`src/rtl/uart_rx_err.sv`:
```
module uart_rx_err #(
  parameter int OSR = 16
) (
  input  logic       clk,
  input  logic       rst_n,
  input  logic       tick16,
  input  logic       rx_en,
  input  logic       rxd,
  input  logic [1:0] cfg_len,
  input  logic       cfg_par_en,
  input  logic       cfg_par_odd,
  input  logic       cfg_stop2,
  input  logic       cfg_msb_first,
  input  logic       cfg_data_inv,
  input  logic       cfg_pin_inv,
  input  logic       rd_stb,
  output logic [8:0] rd_data,
  output logic       rx_irq,
  output logic       ovr_err,
  output logic       frm_err,
  output logic       par_err,
  output logic       err_sum,
  output logic       rts_n
);
  localparam int CW = $clog2(OSR);
  localparam logic [CW-1:0] MID = CW'(OSR / 2 - 1);
  localparam logic [CW-1:0] END = CW'(OSR - 1);

  typedef enum logic [2:0] {S_IDLE, S_START, S_DATA, S_PAR, S_STOP} st_t;

  st_t           st;
  logic          s1, s2, armed;
  logic [CW-1:0] cnt;
  logic [3:0]    bidx;
  logic          sidx;
  logic [8:0]    sh;
  logic          pacc, sbad, fovr, full;

  logic [3:0] nbits;
  logic [8:0] mask, chr;
  logic       line, bitv, smp, pre_last, last_stop;

  assign nbits = (cfg_len == 2'd0) ? 4'd7 : (cfg_len == 2'd1) ? 4'd8 : 4'd9;
  assign mask  = 9'h1ff >> (4'd9 - nbits);
  assign chr   = cfg_msb_first ? (sh & mask) : (sh >> (4'd9 - nbits));
  assign line  = s2;
  assign bitv  = line ^ cfg_data_inv;
  assign smp   = tick16 && cnt == END && st != S_IDLE && st != S_START;
  assign pre_last = (st == S_DATA && bidx == nbits - 4'd1 && !cfg_par_en && !cfg_stop2)
                 || (st == S_PAR && !cfg_stop2)
                 || (st == S_STOP && cfg_stop2 && !sidx);
  assign last_stop = st == S_STOP && (sidx || !cfg_stop2);

  assign err_sum = ovr_err | frm_err | par_err;
  assign rts_n   = !(rx_en && !full);

  always_ff @(posedge clk or negedge rst_n) begin
    if (!rst_n) begin
      s1 <= 1'b1;
      s2 <= 1'b1;
    end else begin
      s1 <= rxd ^ cfg_pin_inv;
      s2 <= s1;
    end
  end

  always_ff @(posedge clk or negedge rst_n) begin
    if (!rst_n) begin
      st      <= S_IDLE;
      armed   <= 1'b0;
      cnt     <= '0;
      bidx    <= '0;
      sidx    <= 1'b0;
      sh      <= '0;
      pacc    <= 1'b0;
      sbad    <= 1'b0;
      fovr    <= 1'b0;
      full    <= 1'b0;
      rd_data <= '0;
      rx_irq  <= 1'b0;
      ovr_err <= 1'b0;
      frm_err <= 1'b0;
      par_err <= 1'b0;
    end else begin
      rx_irq <= 1'b0;
      if (rd_stb) begin
        full    <= 1'b0;
        ovr_err <= 1'b0;
      end
      if (!rx_en) begin
        st    <= S_IDLE;
        armed <= 1'b0;
      end else if (tick16) begin
        case (st)
          S_IDLE: begin
            cnt <= '0;
            if (line) armed <= 1'b1;
            else if (armed) st <= S_START;
          end
          S_START: begin
            if (cnt == MID) begin
              cnt  <= '0;
              bidx <= '0;
              pacc <= 1'b0;
              sbad <= 1'b0;
              fovr <= 1'b0;
              st   <= line ? S_IDLE : S_DATA;
            end else begin
              cnt <= cnt + 1'b1;
            end
          end
          default: begin
            cnt <= cnt + 1'b1;
            if (cnt == END) begin
              if (pre_last && full) begin
                ovr_err <= 1'b1;
                fovr    <= 1'b1;
              end
              case (st)
                S_DATA: begin
                  sh   <= cfg_msb_first ? {sh[7:0], bitv} : {bitv, sh[8:1]};
                  pacc <= pacc ^ bitv;
                  sidx <= 1'b0;
                  if (bidx == nbits - 4'd1) st <= cfg_par_en ? S_PAR : S_STOP;
                  else bidx <= bidx + 4'd1;
                end
                S_PAR: begin
                  pacc <= pacc ^ bitv;
                  st   <= S_STOP;
                end
                default: begin
                  if (last_stop) begin
                    st    <= S_IDLE;
                    armed <= 1'b0;
                    if (!fovr) begin
                      rd_data <= chr;
                      full    <= 1'b1;
                      rx_irq  <= 1'b1;
                      frm_err <= sbad | !line;
                      par_err <= cfg_par_en && (pacc != cfg_par_odd);
                    end
                  end else begin
                    sbad <= sbad | !line;
                    sidx <= 1'b1;
                  end
                end
              endcase
            end
          end
        endcase
      end
    end
  end

  p_start_gate_r1: assert property (@(posedge clk) disable iff (!rst_n)
    (st == S_IDLE && !rx_en) |=> st == S_IDLE);

  p_frm_at_xfer_r5: assert property (@(posedge clk) disable iff (!rst_n)
    !$stable(frm_err) |-> rx_irq);

  p_par_at_xfer_r6: assert property (@(posedge clk) disable iff (!rst_n)
    !$stable(par_err) |-> rx_irq);

  p_ovr_no_irq_r7: assert property (@(posedge clk) disable iff (!rst_n)
    $rose(ovr_err) |-> !rx_irq && $stable(rd_data));

  p_read_clear_r8: assert property (@(posedge clk) disable iff (!rst_n)
    (rd_stb && !(smp && pre_last)) |=> !ovr_err);

  p_sum_r9: assert property (@(posedge clk) disable iff (!rst_n)
    (ovr_err || frm_err || par_err) |-> err_sum);

  p_rts_full_r10: assert property (@(posedge clk) disable iff (!rst_n)
    rx_irq |-> rts_n);

  p_irq_pulse_r11: assert property (@(posedge clk) disable iff (!rst_n)
    rx_irq |=> !rx_irq);
endmodule

```
`config.mk`:
```
export PLATFORM = sky130hd
export DESIGN_NAME = uart_rx_err
export DESIGN_NICKNAME = d
export VERILOG_FILES = /design/src/rtl/uart_rx_err.sv
export SDC_FILE = /design/constraint.sdc
export NUM_CORES = 1
export LEC_CHECK = 0
export CORE_MARGIN = 2
export CORE_UTILIZATION = 35
export DETAILED_ROUTE_END_ITERATION = 16
export PLACE_DENSITY_LB_ADDON = 0.3
export SLEW_MARGIN = 20
export SYNTH_ARGS = -nofsm -noshare
export SYNTH_HDL_FRONTEND = slang
export SYNTH_SLANG_ARGS = --single-unit
```
`constraint.sdc`:
```
create_clock -name clk -period 2.83 [get_ports clk]
set_input_delay 0.566 -clock clk [delete_from_list [all_inputs] [get_ports clk]]
set_output_delay 0.566 -clock clk [all_outputs]
set_load 0.03 [all_outputs]
```
# Word-level counts from Yosys, hierarchy flattened
# Cells that the tools add are included.
# word_totals
elab_cells	162
input_bits	14
ff_bits	41
output_inout_bits	15
# op_classes
n_bitwise	12
shifts	2
n_addsub	4
reduce_logical	37
mux	64
n_eq_ne	26
# op_table
op	count
2-to-1 mux 1 bit	37
AND reduction 7 bit	4
2-to-1 mux 3 bit	9
2-to-1 mux 4 bit	6
AND reduction 6 bit	4
2-to-1 mux 9 bit	2
one-hot mux 4 bit (2 select lines)	2
!= test 3 bit (second input constant)	4
one-hot mux 3 bit (2 select lines)	2
logical AND 1 bit	10
one-hot mux 1 bit (2 select lines)	5
bitwise AND 9 bit	1
>> shifter 9 x 4 -> 9 bit	1
>> shifter 9 x 4 -> 9 bit (first input constant)	1
adder 4 x 1 -> 4 bit (second input constant)	2
!= test 2 x 1 -> 1 bit (second input constant)	4
nonzero test 2 bit	4
equality test 3 x 2 -> 1 bit (second input constant)	2
logical NOT 1 bit	6
!= test 2 bit (second input constant)	3
!= test 3 x 1 -> 1 bit (second input constant)	2
!= test 6 x 1 -> 1 bit (second input constant)	1
!= test 5 x 2 -> 1 bit (second input constant)	1
inverter 1 bit	5
20 further kinds	27

# Logic depth before layout (Yosys ltp)
# logic_depth
word_depth	16
depth_mapped	7
depth_no_buf	7

# Worst setup path after synthesis
# Ideal clock, no wire load.
# synth_path
kind	register to register
start	register cnt[0]
end	register bidx[3]
t_arrival_ps	1696
setup_ps	121
slack_ps	1014
synth_period_minus_slack_ps	1816
required_time_ps	2709
path_buffers	1
stages_incl_launch_ff	8
path_cell_list	dfrtp_1 ha_1 nand3_2 or4_4 buf_6 nor3_4 xnor2_1 nor2_2
# synth_via
elab_chain_cells	3
word_cells_on_any_way	5
classes_between	3 x eq/ne; 2 x reduce/logical
# synth_lines
item	line	source
from (decl)	33	logic [CW-1:0] cnt;
from (signal assigned)	109	cnt <= cnt + 1'b1;
from (signal assigned)	113	cnt <= cnt + 1'b1;
equality test 4 x 3 -> 1 bit or equality test 4 bit (tied branches)	101, 114	
!= test 2 bit (no source line) or nonzero test 2 bit (tied branches)	-	
AND reduction 7 bit (no source line) (*)	-	
to (signal assigned)	125	else bidx <= bidx + 4'd1;
to (decl)	34	logic [3:0] bidx;
# Every way passes the cells marked *; elsewhere a longest branch is shown, timed or not.
# A chain may end at the register's enable or synchronous reset.

# Worst setup path in the final report
# layout_path
start	input port rx_en
end	output port rts_n
# layout_via
elab_chain_cells	2
# layout_lines
item	line	source
from (decl)	7	input logic rx_en,
logical AND 1 bit	55	assign rts_n = !(rx_en && !full);
logical NOT 1 bit	55	
to (decl)	23	output logic rts_n
# Every way passes these cells.

==> reports/qor.csv <==
stage;metric;value;unit
final_layout;Layout Cells excl Fill;351;
critical_path;Req. time, crit path;2.26;ns
timing;min Tclk post-route;2.480;ns
timing;RSZ-0062 raised after global routing;no;
detailed_routing;# DRC;0;
critical_path;crit path from;rx_en;
timing;final worst slack;0.3502;ns
floorplanning;Top Ports;29;
critical_path;CP Launch Type;input port;
clock_tree;CTS buffer count;5;
yosys;synth unique cells;48;
clock_tree;post-cts sizing count;0;
pwr;IR drop worst, VDD;212.9;uV
clock_tree;Setup Buffers After CTS;0;
yosys;number of synthesized flops with an enable pin;0;
timing;Tightest Pin Transition;0.8947;ns
clock_tree;H-tree depth;2;
detailed_routing;wire per inst;12.70;um
global_route;first-pass GRT wire length;7990;um
global_route;largest net degree at the start of global routing;42;
detailed_routing;Via Count;1813;
yosys;Synth area leader;dfrtp_1;
place;Post-Place Setup Slack;0.3271;ns
place;GPL Wtd Cong;0.8167;
yosys;synth warn;0;
global_route;vias in the first global route;1697;
floorplanning;chip height;83.95;um
timing;setup TNS;0;ns
timing;slew margin rel.;40.35;%
flow_run;Max Cap Violations;0;
timing;fmax;403.3;MHz
min_path;hold crit path type;reg2reg;
floorplanning;initial core utilization;35.64;%
timing;Hold Vio Cnt, Final;0;
timing;WHS;0.3569;ns
clock_tree;Clk pin slew, worst setup/hold paths;0.07;ns
final_layout;number of nets in the layout;289;
yosys;post-synthesis register bit count;41;
yosys;top cells by area, synth;dfrtp_1 44%, mux2i_1 5.8%, o21ai_0 5.6%;
pwr;Lkg Pwr;1.153;nW
pwr;PD cells;449.2;nW/um^2
yosys;post-synth top area share;43.62;%
place;port bufs;28;
clock_tree;CTS sink cnt;41;
timing;Max Slew Vio Count;0;
global_route;initial antenna violation count;0;
final_layout;share of layout cells above drive strength 1;8.394;%
critical_path;setup slack, reg-to-reg;0.89;ns
timing;# setup viols final;0;
yosys;Post-synth top flop;dfrtp_1;
yosys;Cell Area, Synth;2237;um^2
final_layout;Finished Core Util;42.97;%
critical_path;critical path class;in2out;
run_status;run status;complete, no violations;
floorplanning;chip width;83.95;um
floorplanning;Row Count;29;
clock_tree;TritonCTS clock tree;done;
yosys;Syn Inst Count;247;
clock_tree;clk_lat worst skew;0.30;ns
place;Placed Cells;343;
yosys;Synth Area in Compound Gates;16.22;%
yosys;ys async rst share;100.0;%
floorplanning;core area;6277;um^2
critical_path;Worst Setup End Kind;primary output;
place;Detail Placement HPWL;3202;um
global_route;GRT Overall Usage;13.71;%
timing;fin crit share;87.62;%
yosys;Post-Syn Nets;263;
detailed_routing;Pre-antenna DRT Iters;4;
final_layout;Area Overhead vs Synth;20.58;%
yosys;largest family of logic cells by synthesized area;simple AND/OR/NAND/NOR gates;
floorplanning;die footprint;7048;um^2
yosys;Post-Syn Area per Cell;9.057;um^2
yosys;Post-Synth Adder-Cell Area;1.119;%
yosys;simple-gate share of the synthesized area;23.49;%
clock_tree;clk root buf;clkbuf_8;
detailed_routing;routed wire length;4459;um
yosys;post-synthesis mux area share;5.817;%
critical_path;critical path peak fanout;9;
critical_path;Reg2Reg Launch Point;cnt[0];
yosys;Seq/Total Area, Yosys;45.97;%
detailed_routing;initial DRC count;123;
final_layout;ANT cells;0;
critical_path;CP arrival;1.91;ns
yosys;Post-Synth XOR/XNOR Area;3.132;%
timing;clock skew;0.01176;ns
detailed_routing;Vias/cell;5.165;
clock_tree;CTS Buffer Depth;2;
min_path;hold path startpoint;s1;
clock_tree;post-cts hold buffer count;0;
detailed_routing;antenna viol nets, final;0;
global_route;total gr overflow;0;
-- flip-flops by register name (all words and copies together) (netlist names), 3 cells and up --
name	count
rd_data	9
sh	9
bidx	4
cnt	4
st	3
-- worst paths after layout --
kind                            depth (start not counted)  endpoint
max in group asynchronous                               1   bidx[1]
worst max-delay path                                    3     rts_n
worst max register to register                          6   bidx[3]
min in group asynchronous                               1     st[1]
worst min-delay path                                    0      line
worst min register to register                          0      line
-- metrics by stage --
step / power [mW] / cell area (um^2)
2_1_floorplan: 0.6843 / 2237
3_3_place_gp: 0.7350 / 2581
3_5_place_dp: 0.7358 / 2581
4_1_cts: 1.230 / 2698
5_1_grt: 1.264 / 2698
6_report: 1.212 / 2698
-- area by class of cell --
cell class                      instances  area (um^2)
Clock inverter                          1        30.03
Timing Repair Buffer                   33        312.8
Clock buffer                            7        86.33
Multi-Input combinational cell        184         1114
Sequential cell                        41         1028
Tap cell                               77        96.34
Fill cell                             621         3580
Inverter                                8        30.03
-- power breakdown --
group / internal (mW) / switching (mW)
sequential: 0.600 / 0.0185
combinational: 0.0483 / 0.0569
clock: 0.288 / 0.201
-- routing by layer --
metal / GRT usage, % / wire (um) / share of wire, % / vias to the layer above
met2: 21.24 / 1914 / 43 / 40
met5: 0 / 0 / 0 / -
met4: 4.399 / 65 / 1.5 / 0
li1: - / - / - / 921
met3: 2.868 / 181 / 4.1 / 6
met1: 19.19 / 2297 / 52 / 846
-- Yosys cell counts (3+ instances only) --
cell type   n
mux2i_1    13
nor3b_1     3
or3_1       4
a41oi_1     3
xnor2_1     6
nor3_1      6
inv_1       8
a21oi_1    15
o21ai_0    25
and3_1      3
dfrtp_1    39
nor2_1     21
nand3_1     7
clkbuf_1    8
buf_2       4
nand2_1    33
nand2b_1    5
-- placed cells by master (no fill, tap or decap), types with 3 or more instances in the layout --
cell type and instances:
dfrtp_1 39, buf_4 5, nor3b_1 3, clkbuf_8 6
xnor2_1 6, nand2b_1 5, clkdlybuf4s50_1 27, and3_1 3
o21ai_0 25, or3_1 4, mux2i_1 13, nor2_1 21
nand3_1 7, nand2_1 33, inv_1 8, a21oi_1 15
nor3_1 6, a41oi_1 3
-- critical path: stages --
cell and delay [ns]:
clkdlybuf4s50_1 0.56, nand2_1 0.12, clkdlybuf4s50_1 0.66
-- cell families after synthesis --
group | count (synthesis)
AOI/OAI and AO/OA | 60
xor gates and xnor gates | 8
adders and majority gates | 2
buffers and inverters | 22
DFF | 41
muxes | 13
and+or+nand+nor | 101
(Power assumes the default switching activity.)
